<file path="config.mk">
export PLATFORM = sky130hd
export DESIGN_NAME = lf_link_engine
export DESIGN_NICKNAME = d
export VERILOG_FILES = /design/src/rtl/lf_link_pkg.sv /design/src/rtl/lf_interval_classifier.sv /design/src/rtl/lf_frame_packer.sv /design/src/rtl/lf_manchester_tx.sv /design/src/rtl/lf_link_engine.sv
export SDC_FILE = /design/constraint.sdc
export NUM_CORES = 1
export LEC_CHECK = 0
export BUFFER_PORTS_ARGS = -buffer_cell sky130_fd_sc_hd__buf_2
export CAP_MARGIN = 20
export CORE_MARGIN = 5
export CORE_UTILIZATION = 40
export CTS_CLUSTER_DIAMETER = 150
export DETAILED_ROUTE_END_ITERATION = 8
export GPL_ROUTABILITY_DRIVEN = 0
export HOLD_SLACK_MARGIN = 0.03
export PLACE_DENSITY = 0.65
export SYNTH_ARGS = -nofsm -noshare
export SYNTH_HDL_FRONTEND = slang
export SYNTH_HIERARCHICAL = 1
export SYNTH_SLANG_ARGS = --single-unit
export TNS_END_PERCENT = 50
</file>
<file path="constraint.sdc">
create_clock -name clk -period 2.7 [get_ports clk]
set_input_delay 0.675 -clock clk [delete_from_list [all_inputs] [get_ports clk]]
set_output_delay 0.675 -clock clk [all_outputs]
set_load 0.005 [all_outputs]
</file>
<file path="src/rtl/lf_link_pkg.sv">
package lf_link_pkg;

    typedef enum logic [1:0] {
        SYM_ZERO  = 2'd0,
        SYM_ONE   = 2'd1,
        SYM_BREAK = 2'd2
    } sym_e;

    typedef enum logic [1:0] {
        TX_IDLE  = 2'd0,
        TX_ARMED = 2'd1,
        TX_SEND  = 2'd2
    } tx_state_e;

endpackage

</file>
<file path="src/rtl/lf_interval_classifier.sv">
module lf_interval_classifier
    import lf_link_pkg::*;
#(
    parameter int T0_MIN      = 15,
    parameter int T1_MIN      = 24,
    parameter int T_EOF       = 40,
    parameter int SYNC_STAGES = 2
) (
    input  logic clk,
    input  logic rst_n,
    input  logic tick,
    input  logic field_in,
    input  logic inhibit,
    output logic rise_o,
    output logic sym_valid_o,
    output sym_e sym_o,
    output logic eof_o
);
    localparam int CNT_W = $clog2(T_EOF + 2);
    localparam logic [CNT_W-1:0] SAT_C  = CNT_W'(T_EOF + 1);
    localparam logic [CNT_W-1:0] EOF_C  = CNT_W'(T_EOF);
    localparam logic [CNT_W-1:0] ZERO_C = CNT_W'(T0_MIN);
    localparam logic [CNT_W-1:0] ONE_C  = CNT_W'(T1_MIN);

    typedef struct packed {
        logic [SYNC_STAGES:0] sync;
        logic [CNT_W-1:0]     ivl;
        logic                 sym_valid;
        sym_e                 sym;
        logic                 eof;
    } cls_t;

    cls_t q, n;
    logic rise;

    always_comb begin
        n           = q;
        n.sync      = {q.sync[SYNC_STAGES-1:0], field_in};
        n.sym_valid = 1'b0;
        n.eof       = 1'b0;
        rise        = q.sync[SYNC_STAGES-1] & ~q.sync[SYNC_STAGES];
        if (rise && !inhibit) begin
            n.ivl       = '0;
            n.sym_valid = 1'b1;
            if (q.ivl < ZERO_C || q.ivl > EOF_C) begin
                n.sym = SYM_BREAK;
            end else if (q.ivl >= ONE_C) begin
                n.sym = SYM_ONE;
            end else begin
                n.sym = SYM_ZERO;
            end
        end else if (tick && q.ivl != SAT_C) begin
            n.ivl = q.ivl + CNT_W'(1);
            if (q.ivl == EOF_C) begin
                n.eof = 1'b1;
            end
        end
    end

    always_ff @(posedge clk) begin
        if (!rst_n) begin
            q     <= '0;
            q.ivl <= SAT_C;
        end else begin
            q <= n;
        end
    end

    assign rise_o      = rise;
    assign sym_valid_o = q.sym_valid;
    assign sym_o       = q.sym;
    assign eof_o       = q.eof;

    // the end-of-frame strobe is a single pulse and leaves the counter saturated
    a_r4_eof_single: assert property (@(posedge clk) disable iff (!rst_n)
        eof_o |=> !eof_o);
    a_r4_eof_saturated: assert property (@(posedge clk) disable iff (!rst_n)
        eof_o |-> q.ivl == SAT_C);

endmodule

</file>
<file path="src/rtl/lf_frame_packer.sv">
module lf_frame_packer
    import lf_link_pkg::*;
#(
    parameter int BUF_BITS = 56
) (
    input  logic                        clk,
    input  logic                        rst_n,
    input  logic                        sym_valid,
    input  sym_e                        sym,
    input  logic                        eof,
    output logic [BUF_BITS-1:0]         frame_o,
    output logic [$clog2(BUF_BITS+1)-1:0] len_o,
    output logic                        done_o
);
    localparam int LEN_W = $clog2(BUF_BITS + 1);
    localparam logic [LEN_W-1:0]    FULL_C = LEN_W'(BUF_BITS);
    localparam logic [BUF_BITS-1:0] TOP_C  = {1'b1, {(BUF_BITS-1){1'b0}}};

    typedef struct packed {
        logic [BUF_BITS-1:0] acc;
        logic [LEN_W-1:0]    pos;
        logic [BUF_BITS-1:0] frame;
        logic [LEN_W-1:0]    len;
        logic                done;
    } pk_t;

    pk_t q, n;

    always_comb begin
        n      = q;
        n.done = 1'b0;
        if (eof) begin
            if (q.pos != '0) begin
                n.frame = q.acc;
                n.len   = q.pos;
                n.done  = 1'b1;
            end
            n.acc = '0;
            n.pos = '0;
        end else if (sym_valid) begin
            if (sym == SYM_BREAK) begin
                n.acc = '0;
                n.pos = '0;
            end else if (q.pos != FULL_C) begin
                if (sym == SYM_ONE) begin
                    n.acc = q.acc | (TOP_C >> q.pos);
                end
                n.pos = q.pos + LEN_W'(1);
            end
        end
    end

    always_ff @(posedge clk) begin
        if (!rst_n) begin
            q <= '0;
        end else begin
            q <= n;
        end
    end

    assign frame_o = q.frame;
    assign len_o   = q.len;
    assign done_o  = q.done;

    // hand-off strobe lasts one cycle and never carries an empty frame
    a_r4_done_pulse: assert property (@(posedge clk) disable iff (!rst_n)
        done_o |=> !done_o);
    a_r4_done_nonempty: assert property (@(posedge clk) disable iff (!rst_n)
        done_o |-> len_o != '0);
    // the bit position never runs past the buffer
    a_r6_pos_bound: assert property (@(posedge clk) disable iff (!rst_n)
        q.pos <= FULL_C);

endmodule

</file>
<file path="src/rtl/lf_manchester_tx.sv">
module lf_manchester_tx
    import lf_link_pkg::*;
#(
    parameter int BUF_BITS = 56,
    parameter int WAIT     = 200,
    parameter int HALF     = 15,
    parameter int BIT_END  = 31
) (
    input  logic                          clk,
    input  logic                          rst_n,
    input  logic                          tick,
    input  logic                          rise,
    input  logic                          rsp_start,
    input  logic [BUF_BITS-1:0]           rsp_data,
    input  logic [$clog2(BUF_BITS+1)-1:0] rsp_len,
    output logic                          mod_o,
    output logic                          busy_o
);
    localparam int LEN_W   = $clog2(BUF_BITS + 1);
    localparam int LEFT_W  = $clog2(BUF_BITS + 2);
    localparam int SINCE_W = $clog2(WAIT + 1);
    localparam int TMR_W   = $clog2(BIT_END + 1);
    localparam logic [LEN_W-1:0]   FULL_C  = LEN_W'(BUF_BITS);
    localparam logic [SINCE_W-1:0] WAIT_C  = SINCE_W'(WAIT);
    localparam logic [SINCE_W-1:0] GO_C    = SINCE_W'(WAIT - 1);
    localparam logic [TMR_W-1:0]   HALF_C  = TMR_W'(HALF);
    localparam logic [TMR_W-1:0]   LAST_C  = TMR_W'(BIT_END - 1);

    typedef struct packed {
        tx_state_e           st;
        logic [SINCE_W-1:0]  since;
        logic [BUF_BITS:0]   sh;
        logic [LEN_W-1:0]    len;
        logic [LEFT_W-1:0]   left;
        logic [TMR_W-1:0]    tmr;
        logic                mod;
    } tx_t;

    tx_t q, n;

    always_comb begin
        n = q;
        if (q.st != TX_SEND) begin
            if (rise) begin
                n.since = '0;
            end else if (tick && q.since != WAIT_C) begin
                n.since = q.since + SINCE_W'(1);
            end
        end
        case (q.st)
            TX_IDLE: begin
                if (rsp_start) begin
                    n.st  = TX_ARMED;
                    n.len = (rsp_len > FULL_C) ? FULL_C : rsp_len;
                    n.sh  = {1'b1, rsp_data};
                end
            end
            TX_ARMED: begin
                if (!rise && tick && q.since >= GO_C) begin
                    n.st   = TX_SEND;
                    n.tmr  = '0;
                    n.left = LEFT_W'(q.len) + LEFT_W'(1);
                end
            end
            TX_SEND: begin
                if (tick) begin
                    if (q.tmr == LAST_C) begin
                        n.tmr  = '0;
                        n.sh   = {q.sh[BUF_BITS-1:0], 1'b0};
                        n.left = q.left - LEFT_W'(1);
                        if (q.left == LEFT_W'(1)) begin
                            n.st = TX_IDLE;
                        end
                    end else begin
                        n.tmr = q.tmr + TMR_W'(1);
                    end
                end
            end
            default: n.st = TX_IDLE;
        endcase
        n.mod = (n.st == TX_SEND) &&
                (n.sh[BUF_BITS] ? (n.tmr < HALF_C) : (n.tmr >= HALF_C));
    end

    always_ff @(posedge clk) begin
        if (!rst_n) begin
            q <= '0;
        end else begin
            q <= n;
        end
    end

    assign mod_o  = q.mod;
    assign busy_o = (q.st == TX_SEND);

    // modulation moves only on carrier ticks and is quiet outside a reply
    a_r9_mod_on_tick: assert property (@(posedge clk) disable iff (!rst_n)
        !tick |=> $stable(mod_o));
    a_r9_quiet_idle: assert property (@(posedge clk) disable iff (!rst_n)
        (q.st != TX_SEND) |-> !mod_o);
    // a reply only begins once the turnaround has elapsed
    a_r7_turnaround: assert property (@(posedge clk) disable iff (!rst_n)
        $rose(busy_o) |-> $past(q.since) >= GO_C);

endmodule

</file>
<file path="src/rtl/lf_link_engine.sv">
module lf_link_engine
    import lf_link_pkg::*;
#(
    parameter int BUF_BITS    = 56,
    parameter int T0_MIN      = 15,
    parameter int T1_MIN      = 24,
    parameter int T_EOF       = 40,
    parameter int FDT         = 208,
    parameter int FDT_GAP     = 8,
    parameter int HALF        = 15,
    parameter int BIT_END     = 31,
    parameter int SYNC_STAGES = 2,
    localparam int LEN_W      = $clog2(BUF_BITS + 1)
) (
    input  logic                clk,
    input  logic                rst_n,
    input  logic                carrier_tick,
    input  logic                field_in,
    input  logic                rsp_start,
    input  logic [BUF_BITS-1:0] rsp_data,
    input  logic [LEN_W-1:0]    rsp_len,
    output logic [BUF_BITS-1:0] rx_frame,
    output logic [LEN_W-1:0]    rx_len,
    output logic                rx_done,
    output logic                mod_out
);
    localparam int RESP_WAIT = FDT - FDT_GAP;

    logic rise;
    logic sym_valid;
    sym_e sym;
    logic eof;
    logic tx_busy;

    lf_interval_classifier #(
        .T0_MIN     (T0_MIN),
        .T1_MIN     (T1_MIN),
        .T_EOF      (T_EOF),
        .SYNC_STAGES(SYNC_STAGES)
    ) u_cls (
        .clk        (clk),
        .rst_n      (rst_n),
        .tick       (carrier_tick),
        .field_in   (field_in),
        .inhibit    (tx_busy),
        .rise_o     (rise),
        .sym_valid_o(sym_valid),
        .sym_o      (sym),
        .eof_o      (eof)
    );

    lf_frame_packer #(
        .BUF_BITS(BUF_BITS)
    ) u_pack (
        .clk      (clk),
        .rst_n    (rst_n),
        .sym_valid(sym_valid),
        .sym      (sym),
        .eof      (eof),
        .frame_o  (rx_frame),
        .len_o    (rx_len),
        .done_o   (rx_done)
    );

    lf_manchester_tx #(
        .BUF_BITS(BUF_BITS),
        .WAIT    (RESP_WAIT),
        .HALF    (HALF),
        .BIT_END (BIT_END)
    ) u_tx (
        .clk      (clk),
        .rst_n    (rst_n),
        .tick     (carrier_tick),
        .rise     (rise),
        .rsp_start(rsp_start),
        .rsp_data (rsp_data),
        .rsp_len  (rsp_len),
        .mod_o    (mod_out),
        .busy_o   (tx_busy)
    );

    // no symbol reaches the packer while a reply is on the air
    a_r10_no_sym_in_tx: assert property (@(posedge clk) disable iff (!rst_n)
        tx_busy |-> !sym_valid);
    // a frame hand-off never coincides with a reply in progress
    a_r4_no_done_in_tx: assert property (@(posedge clk) disable iff (!rst_n)
        tx_busy |-> !rx_done);

endmodule

</file>
==> flow_summary_export.csv, run 1 <==
group,metric,value,unit
pwr,seqPwrFrac,47.4,%
synthesis,synth_flop_cell,"dfxtp_1",
timing,final.setup_skew,0.01255,ns
worst_setup_path,start_kind,"register",
cts,hold_buffers,0,
synthesis,synth_compound_gate_area_share,19.45,%
floorplan,die_h,170.7,um
min_path,hp-class,"input port to register",
pwr,switchingPower,1.742,mW
grt,grt_first_pass_wirelength,37620,um
synthesis,synth_fp_nets,1202,
synthesis,synthXorXnorAreaFrac,1.612,%
floorplan,die_x,170.7,um
placed_design,portBuffers,130,
routing,wirelength,22660,um
synthesis,syn_area,10330,um^2
synthesis,synth-edff-count,0,
timing,period_share,83.61,%
timing,setup_ws,0.4425,ns
final_layout,final_layout_size_suffix_gt1_share,17.90,%
pwr,power_density,643.5,nW/um^2
cts,cts_buffer_depth,3,
worst_setup_path,crit_buf_inv,1,
synthesis,avgSynthCellArea,9.269,um^2
synthesis,synthSimpleGateAreaFrac,17.35,%
synthesis,syn_inst,1114,
floorplan,io_pins,131,
placed_design,postPlaceCellArea,10640,um^2
final_layout,final_cell_mix,"dfxtp_1 (223), nand2_1 (216), buf_2 (129)",
timing,max_slew.worst_pin.slew,0.6620,ns
worst_setup_path,critPathSlowestCell,"ha_1",
timing,slew_headroom,55.86,%
synthesis,synth_mux_area_share,5.913,%
grt,grt_pass1_vias,7446,
synthesis,yosysSeqAreaShare,43.23,%
pwr,internal_power,5.622,mW
grt,grtUsageTotal,15.14,%
run_status,status,"finished, final reports clean",
routing,drcViolationCount,0,
grt,antenna_found_initial,6,
cts,cts_resized,0,
floorplan,core_area,25330,um^2
floorplan,rows,58,
routing,vias,7766,
run,cap_violations,0,
final_layout,areaGrowthSynthToFinish,10.83,%
timing,setup_viol,0,
pwr,leakagePower,4.845,nW
routing,dr.first_iter.drc_count,472,
timing,min_period,2.258,ns
final_layout,fin_util,45.19,%
synthesis,synthArstFlopShare,0,%
synthesis,synth_cell_types,75,
routing,ant_nets,0,
synthesis,synth_seq_cells,223,
cts,cts-buffers-inserted,24,
synthesis,synth_top_family_by_area,"compound AO/OA/AOI/OAI gates",
cts,cts_root_buf,"clkbuf_16",
routing,vias_per_cell,5.202,
worst_setup_path,crit_required,3.13,ns
timing,tns,0,ns
cts,clock_latency,0.52,ns
pwr,comb_power_share,8.2,%
timing,slew_viol_final,0,
timing,fmax,0.4430,GHz
final_layout,nNetsFinal,1233,
cts,cts_tree,"done",
pwr,swShare,23.66,%
cts,clock_sinks,223,
synthesis,synth_fa_ha_area_share,2.545,%
worst_setup_path,cp.arrival,2.69,ns
timing,hold_viol,0,
worst_setup_path,slowest_delay,0.40,ns
cts,cts.clk_slew.worst_paths,0.06,ns
worst_setup_path,path_common_cell,"o32a_1",
worst_setup_path,critPathKind,"register to register",
worst_setup_path,worst_setup_path_end_kind,"register",
grt,grt.overflow.total,0,
worst_setup_path,critPathTopFamily,"compound AO/OA/AOI/OAI gates",
floorplan,dieArea,29130,um^2
pwr,power_frac_clock,44.4,%
placed_design,dp_slack,0.2822,ns
cts,cts_max_level,1,
worst_setup_path,path_cells,"inv_1 > ha_1 > and2_1 > nand3_1 > o32a_1 > o32a_1 > or3_1 > a31oi_1",
final_layout,mostFrequentLayoutCell,"dfxtp_1",
routing,first_pass_iters,5,
pwr,power,7.364,mW
routing,wl_per_cell,15.18,um
floorplan,start_util,40.77,%
timing,rsz0062_at_grt,"false",
pwr,ir_worst_vdd,0.4158,mV
grt,grt_max_degree,69,
final_layout,fin_area,11440,um^2
placed_design,dp_hpwl,15370,um
synthesis,ys_warn_count,6,
cts,post-cts-setup-buffers,0,
worst_setup_path,cp_max_fo,7,
==> through the flow <==
step,hold WS [ns],cells
final,0.3610,1493
after global routing,0.3501,1493
after CTS,0.3393,1492
after detailed placement,0.4444,1449
after global placement,0.4390,1449
after floorplan,0.4119,1114
==> path summary, 6_finish.rpt <==
check                          start            endpoint  slack (ns)  cells past startpoint
setup / recovery          u_tx/q[83]          u_tx/mod_o        0.44                      8
hold / removal              field_in         u_cls/n[11]        0.36                      2
setup reg to reg          u_tx/q[83]          u_tx/mod_o        0.44                      8
hold reg to reg   u_pack/frame_o[41]  u_pack/frame_o[41]        0.45                      2
==> power groups by stage <==
stage	sequential (mW)	clock [mW]	combinational, mW
floorplan	3.54	0	0.460
global placement	3.56	0	0.595
detailed placement	3.56	0	0.608
CTS	3.49	3.37	0.611
global route	3.51	3.51	0.682
finish	3.49	3.27	0.605
==> flip-flops by register name (all words and copies together), names as in the netlist <==
signal / cells
u_pack/frame_o: 56
u_cls/sym_o: 2
u_cls/eof_o: 1
u_cls/q: 7
u_cls/n: 2
u_tx/mod_o: 1
u_pack/len_o: 6
u_cls/sym_valid_o: 1
u_tx/q: 84
u_pack/done_o: 1
u_pack/q: 62
==> worst reg2reg max path: cells and delay by family, from the launching register on <==
family	cells	cell delay, ns
buf+inv	1	0.09
flops	1	0.36
compound gates	3	0.68
simple gates	3	0.65
fa+ha+maj	1	0.40
==> metal layers <==
metal | part of all wire (%) | up-vias | GRT usage [%]
li1 | - | 3931 | -
met1 | 45 | 3609 | 20.13
met2 | 46 | 169 | 24.38
met3 | 6.7 | 47 | 4.367
met4 | 2.4 | 10 | 3.715
met5 | 0.23 | - | 0
==> cells in the mapped netlist (all sizes together), types with 2 or more instances <==
| library cell | instances | area (um^2) |
|---|---|---|
| a32o | 8 | 80.08 |
| nand4b | 2 | 17.52 |
| a21o | 2 | 15.01 |
| a22oi | 66 | 495.5 |
| o31ai | 3 | 22.52 |
| nor2b | 23 | 146.4 |
| mux2i | 61 | 610.6 |
| o311ai | 2 | 35.04 |
| nand2 | 218 | 823.3 |
| a31oi | 18 | 112.6 |
| nor3b | 4 | 46.29 |
| ha | 21 | 262.8 |
| o31a | 2 | 17.52 |
| o2bb2ai | 15 | 131.4 |
| or3 | 2 | 12.51 |
| buf | 107 | 812.0 |
| nand4 | 9 | 68.81 |
| o211a | 55 | 550.5 |
| nor4bb | 2 | 35.03 |
| o22ai | 6 | 37.54 |
| xor2 | 12 | 105.1 |
| nand2b | 6 | 37.54 |
| dfxtp | 223 | 4464 |
| a21oi | 27 | 138.9 |
| a41oi | 5 | 43.79 |
| a21boi | 5 | 41.29 |
| and4bb | 3 | 41.29 |
| and4 | 2 | 17.52 |
| inv | 24 | 90.08 |
| xnor2 | 7 | 61.31 |
| o21ai | 18 | 93.84 |
| clkbuf | 32 | 120.1 |
| a2111oi | 3 | 63.81 |
| and2 | 12 | 77.58 |
| and3 | 6 | 37.54 |
| nand3 | 20 | 100.1 |
| nor3 | 4 | 20.02 |
| nor2 | 59 | 221.5 |
| o32a | 2 | 20.02 |
| nor4b | 3 | 56.31 |
==> cell families after synthesis <==
| logic type | count (synthesis) |
|---|---|
| simple gates | 379 |
| compound gates | 248 |
| flops | 223 |
| buf+inv | 163 |
| mux | 61 |
| fa+ha+maj | 21 |
| xor+xnor | 19 |
==> final cells by class <==
type	count	area (um^2)
fillers	2443	13880
multi-input cells	728	4863
flip-flops and latches	223	4464
repair buffers	144	812.0
clock buffers	36	725.7
well taps	330	412.9
inverters	24	90.09
clock inverters	7	73.82
diodes	1	2.502
Note: power is estimated with default switching activity, not from simulation.
==> run 2: changes to the inputs <==
--- a/config.mk
+++ b/config.mk
@@ -13,7 +13,7 @@
 export DETAILED_ROUTE_END_ITERATION = 8
 export GPL_ROUTABILITY_DRIVEN = 0
 export HOLD_SLACK_MARGIN = 0.03
-export PLACE_DENSITY = 0.65
+export PLACE_DENSITY = 0.67
 export SYNTH_ARGS = -nofsm -noshare
 export SYNTH_HDL_FRONTEND = slang
 export SYNTH_HIERARCHICAL = 1
==> constraint.sdc (replaced) <==
create_clock -name clk -period 1.93 [get_ports clk]
set_input_delay 0.4825 -clock clk [delete_from_list [all_inputs] [get_ports clk]]
set_output_delay 0.4825 -clock clk [all_outputs]
set_load 0.005 [all_outputs]
==> run 2 against run 1 <==
Sequential cell count did not move. Largest cell class unchanged. Highest routed layer unchanged. Count of clock-buffer cells in the layout fell by 2. Clock power rose by 37%. The flow now finishes with violations (setup timing). Core utilization rose by 2.0 points. Sequential power rose by 40%. Combinational power rose by 57%. Setup slack got worse by 0.51 ns. Register-to-register slack got worse by 0.51 ns.
==> flow_summary_export.csv, run 2 (synthesized netlist as in run 1, its figures left out) <==
group,metric,value,unit
routing,dr.first_iter.drc_count,484,
worst_setup_path,critPathKind,"register to register",
timing,fmax,0.5014,GHz
pwr,comb_power_share,9.2,%
routing,wl_per_cell,15.14,um
timing,setup_viol,1,
pwr,internal_power,7.861,mW
pwr,ir_worst_vdd,0.6755,mV
cts,cts_buffer_depth,3,
timing,setup_ws,-0.06444,ns
cts,cts_root_buf,"clkbuf_16",
cts,cts_max_level,1,
timing,hold_viol,0,
pwr,power,10.33,mW
worst_setup_path,worst_setup_path_end_kind,"register",
final_layout,final_cell_mix,"dfxtp_1 (220), nand2_1 (215), buf_2 (129)",
timing,min_period,1.994,ns
pwr,power_frac_clock,43.5,%
cts,cts_tree,"done",
worst_setup_path,crit_required,2.37,ns
timing,slew_viol_final,0,
grt,antenna_found_initial,4,
grt,grt_first_pass_wirelength,38570,um
floorplan,die_x,170.7,um
final_layout,regMostFlops,"u_tx/q",
placed_design,dp_hpwl,15800,um
grt,grt.overflow.total,0,
routing,vias,7964,
floorplan,start_util,40.77,%
worst_setup_path,start_kind,"register",
grt,grt_pass1_vias,7713,
cts,clock_sinks,223,
final_layout,largest_reg_flops,84,
final_layout,nNetsFinal,1285,
cts,cts.clk_slew.worst_paths,0.06,ns
final_layout,instances_no_fill,1543,
final_layout,final_layout_size_suffix_gt1_share,22.69,%
routing,drcViolationCount,0,
worst_setup_path,cp.arrival,2.43,ns
run_status,status,"complete, but fails checks",
floorplan,core_area,25330,um^2
floorplan,rows,58,
timing,max_slew.worst_pin.slew,0.7276,ns
floorplan,die_h,170.7,um
routing,wirelength,23360,um
pwr,seqPwrFrac,47.3,%
run_status,violations,"setup timing",
pwr,swShare,23.88,%
min_path,hp-class,"input port to register",
routing,first_pass_iters,5,
routing,vias_per_cell,5.161,
timing,slew_headroom,51.49,%
placed_design,portBuffers,130,
final_layout,areaGrowthSynthToFinish,15.70,%
worst_setup_path,cp_max_fo,6,
floorplan,dieArea,29130,um^2
pwr,leakagePower,5.122,nW
cts,clock_latency,0.52,ns
grt,grtUsageTotal,15.50,%
run,cap_violations,0,
timing,final.setup_skew,0.01344,ns
placed_design,dp_cells,1497,
timing,tns,-0.06444,ns
routing,ant_nets,0,
pwr,power_density,864.3,nW/um^2
floorplan,io_pins,131,
timing,period_share,103.3,%
final_layout,mostFrequentLayoutCell,"dfxtp_1",
timing,rsz0062_at_grt,"true",
cts,cts-buffers-inserted,24,
pwr,switchingPower,2.466,mW
grt,grt_max_degree,97,
## run 2: cell types whose count changed in the layout (fill, tap and decap cells not counted), moves of 2 or more
cell / delta
buf_12: +2
clkbuf_8: -2
buf_4: +47
dfxtp_2: +2
ha_4: +2
inv_1: -2
dfxtp_1: -3
ha_1: -3
## run 2: repair_timing
item,CTS,global route
endpoints found under the setup margin,2,66
gates resized for setup,4,17
hold endpoints to repair,0,0
cloned,0,1
buffers inserted,0,3
hold buffers,0,0
pin swaps,3,11
## run 2: path summary, 6_finish.rpt
kind	start	to	slack, ns	cells after the start
worst max register to register	u_tx/q[84]	u_tx/mod_o	-0.06	8
worst max-delay path	u_tx/q[84]	u_tx/mod_o	-0.06	8
worst min-delay path	field_in	u_cls/n[11]	0.17	2
worst min register to register	u_pack/frame_o[52]	u_pack/frame_o[52]	0.45	2
## run 2: cell type report
type / count / area [um^2]
inverters: 24 / 92.59
flip-flops and latches: 223 / 4471
repair buffers: 196 / 1256
diodes: 1 / 2.502
well taps: 330 / 412.9
clock inverters: 7 / 77.57
fillers: 2377 / 13380
clock buffers: 34 / 698.2
multi-input cells: 728 / 4937
## run 2: worst max-delay path, stage by stage, from the launching register on
cell     delay (ns)
dfxtp_4        0.38
inv_4          0.04
ha_4           0.29
and2_4         0.15
nand3_2        0.06
o32a_1         0.19
o32a_1         0.36
or3_1          0.31
a31oi_1        0.15
## run 2: stage by stage
step | cell area [um^2] | util, % | setup slack, ns | hold slack [ns]
after floorplan | 10340 | - | 0.005421 | 0.4119
after global placement | 11030 | 43.56 | -0.007571 | 0.4388
after detailed placement | 11030 | 43.56 | -0.03280 | 0.4436
after CTS | 11820 | 46.65 | 0.0001610 | 0.1439
after global routing | 11950 | 47.17 | -0.1104 | 0.1582
final | 11950 | 47.17 | -0.06444 | 0.1662
## run 2: routing by layer
metal	wire, um	track usage, %	vias to the layer above
li1	-	-	4034
met1	10370	19.89	3711
met2	10920	25.91	173
met3	1507	4.251	40
met4	527	3.993	6
met5	39	0	-
## run 2: power groups by stage
stage	Clock (mW)	Sequential, mW	Combinational (mW)
6_report	4.49	4.88	0.952
5_1_grt	4.84	4.90	1.07
4_1_cts	4.64	4.88	0.907
3_5_place_dp	0	4.98	0.901
3_3_place_gp	0	4.97	0.886
2_1_floorplan	0	4.95	0.649
==> run 3: changes to the inputs <==
--- a/config.mk
+++ b/config.mk
@@ -8,12 +8,14 @@
 export BUFFER_PORTS_ARGS = -buffer_cell sky130_fd_sc_hd__buf_2
 export CAP_MARGIN = 20
 export CORE_MARGIN = 5
-export CORE_UTILIZATION = 40
+export CORE_UTILIZATION = 50
 export CTS_CLUSTER_DIAMETER = 150
 export DETAILED_ROUTE_END_ITERATION = 8
 export GPL_ROUTABILITY_DRIVEN = 0
+export GPL_TIMING_DRIVEN = 0
 export HOLD_SLACK_MARGIN = 0.03
-export PLACE_DENSITY = 0.67
+export PLACE_DENSITY = 0.79
+export RECOVER_POWER = 25
 export SYNTH_ARGS = -nofsm -noshare
 export SYNTH_HDL_FRONTEND = slang
 export SYNTH_HIERARCHICAL = 1
==> run 3 against run 2 <==
The run still ends with setup timing left. Final cell count grew 2.3%. Power is 2.4% higher. Maximum frequency fell by 3.6%. Highest routed layer unchanged.
==> flow_summary_export.csv, run 3 (synthesized netlist as in run 1, its figures left out) <==
group,metric,value,unit
timing,max_slew.worst_pin.slew,0.6969,ns
timing,tns,-0.2816,ns
final_layout,fin_area,12510,um^2
timing,fmax,0.4833,GHz
timing,setup_viol,4,
timing,finalHoldWorstSlack,0.1969,ns
routing,wl_per_cell,15.75,um
placed_design,postPlaceCellArea,11330,um^2
min_path,hp-class,"input port to register",
cts,hold_buffers,0,
grt,grt_max_degree,14,
final_layout,final_layout_size_suffix_gt1_share,26.76,%
floorplan,die_x,153.7,um
pwr,power_density,844.9,nW/um^2
cts,cts_buffer_depth,3,
grt,grt.overflow.total,0,
run_status,status,"complete, but fails checks",
worst_setup_path,cp_max_fo,8,
placed_design,dp_hpwl,17140,um
min_path,whs_endpoint,"u_cls/n[11]",
floorplan,start_util,50.87,%
floorplan,die_h,153.7,um
routing,drcViolationCount,0,
min_path,worstHoldStart,"field_in",
timing,min_period,2.069,ns
cts,cts_root_buf,"clkbuf_16",
grt,antenna_found_initial,3,
timing,rsz0062_at_grt,"true",
timing,hold_viol,0,
grt,grt_first_pass_wirelength,40920,um
final_layout,fillers,1674,
timing,slew_headroom,53.44,%
floorplan,rows,52,
worst_setup_path,critPathSlowestCell,"dfxtp_4",
routing,wl_met1,10250,um
worst_setup_path,worst_setup_path_end_kind,"register",
routing,vias_per_cell,5.493,
worst_setup_path,crit_required,2.36,ns
routing,vias,8674,
placed_design,dp_slack,-0.3459,ns
cts,cts-buffers-inserted,24,
worst_setup_path,r2r-start,"u_tx/q[1]",
routing,first_pass_iters,5,
worst_setup_path,critPathKind,"register to register",
final_layout,instances_no_fill,1579,
floorplan,dieArea,23630,um^2
cts,cts.clk_slew.worst_paths,0.06,ns
worst_setup_path,path_cells,"inv_1 > ha_2 > nand4_4 > buf_4 > o221ai_1 > a41oi_1 > nor2b_1 > o21ai_1 > a31oi_1",
cts,clock_latency,0.52,ns
worst_setup_path,rr_endpoint,"u_tx/mod_o",
cts,cts_tree,"done",
routing,routed.top_layer,"met5",
worst_setup_path,slowest_delay,0.38,ns
routing,dr.first_iter.drc_count,632,
timing,final.setup_skew,0.01585,ns
min_path,min_path_cells,2,
final_layout,areaGrowthSynthToFinish,21.18,%
final_layout,final_cell_mix,"dfxtp_1 (217), nand2_1 (215), buf_2 (138)",
timing,period_share,107.2,%
final_layout,nNetsFinal,1378,
final_layout,multi_input_area,4964,um^2
grt,grt_pass1_vias,8520,
worst_setup_path,cp.arrival,2.50,ns
worst_setup_path,critPathLaunch,"u_tx/q[1]",
placed_design,dp_cells,1514,
run,cap_violations,0,
routing,met3_wirelength,1568,um
pwr,power,10.57,mW
worst_setup_path,rrSetupSlack,-0.14,ns
routing,ant_nets,0,
final_layout,fin_util,61.64,%
final_layout,mostFrequentLayoutCell,"dfxtp_1",
final_layout,seqCellArea,4477,um^2
final_layout,largest_reg_flops,84,
pwr,leakagePower,5.539,nW
grt,grtUsageTotal,19.98,%
run_status,violations,"setup timing",
cts,cts_max_level,1,
pwr,ir_worst_vdd,0.6802,mV
floorplan,io_pins,131,
worst_setup_path,reg2regPathDepth,9,
final_layout,regMostFlops,"u_tx/q",
timing,slew_viol_final,0,
placed_design,portBuffers,130,
worst_setup_path,start_kind,"register",
cts,clock_sinks,223,
timing,setup_ws,-0.1390,ns
routing,wl_met2,12190,um
routing,wirelength,24870,um
floorplan,core_area,20300,um^2
## run 3: cell types whose count changed in the layout (fill, tap and decap cells not counted), moves of 3 or more
cell	change
buf_2	+9
buf_4	+46
clkbuf_4	+4
ha_1	-4
clkbuf_1	+26
buf_6	+5
ha_2	+4
dfxtp_1	-3
clkbuf_2	+6
## run 3: how the worst max path moves through the flow
| stage | end | slack [ns] | cells past startpoint |
|---|---|---|---|
| CTS | u_tx/mod_o | -0.07 | 8 |
| global placement | u_tx/q[32] | -0.30 | 11 |
| detailed placement | u_tx/q[51] | -0.35 | 11 |
| global route | u_tx/mod_o | -0.19 | 7 |
| floorplan | u_tx/mod_o | 0.005 | 7 |
| finish | u_tx/mod_o | -0.14 | 9 |
## run 3: layer usage
metal | vias to the layer above | track usage [%]
li1 | 4222 | -
met4 | 4 | 7.149
met3 | 70 | 4.188
met5 | - | 0
met2 | 270 | 35.01
met1 | 4108 | 24.26
## run 3: layout make-up
class | instances | area share (%)
Sequential cell | 223 | 35.78
Timing Repair Buffer | 150 | 6.429
Multi-Input combinational cell | 728 | 39.67
Antenna cell | 1 | 0.02000
Tap cell | 270 | 2.700
Buffer | 139 | 8.049
Clock buffer | 36 | 5.559
Inverter | 24 | 0.7899
Clock inverter | 8 | 1.010
## run 3: where the power goes
group          leakage [nW]  total (mW)  internal [mW]  switching, mW
sequential             1.81        4.88           4.77          0.111
clock                 0.405        4.70           2.89           1.81
combinational          3.32       0.986          0.433          0.552
## run 3: critical path: cells and delay by family, from the launching register on
family	cells	cell delay (ns)
AOI/OAI and AO/OA	4	0.73
adders and majority gates	1	0.24
buffers and inverters	2	0.31
DFF	1	0.38
and+or+nand+nor	2	0.34
## run 3: timing repair
item,in CTS,in global routing
gates cloned,1,0
pin swaps,9,8
setup endpoints to repair,122,136
resized for setup,44,40
setup buffers,13,6
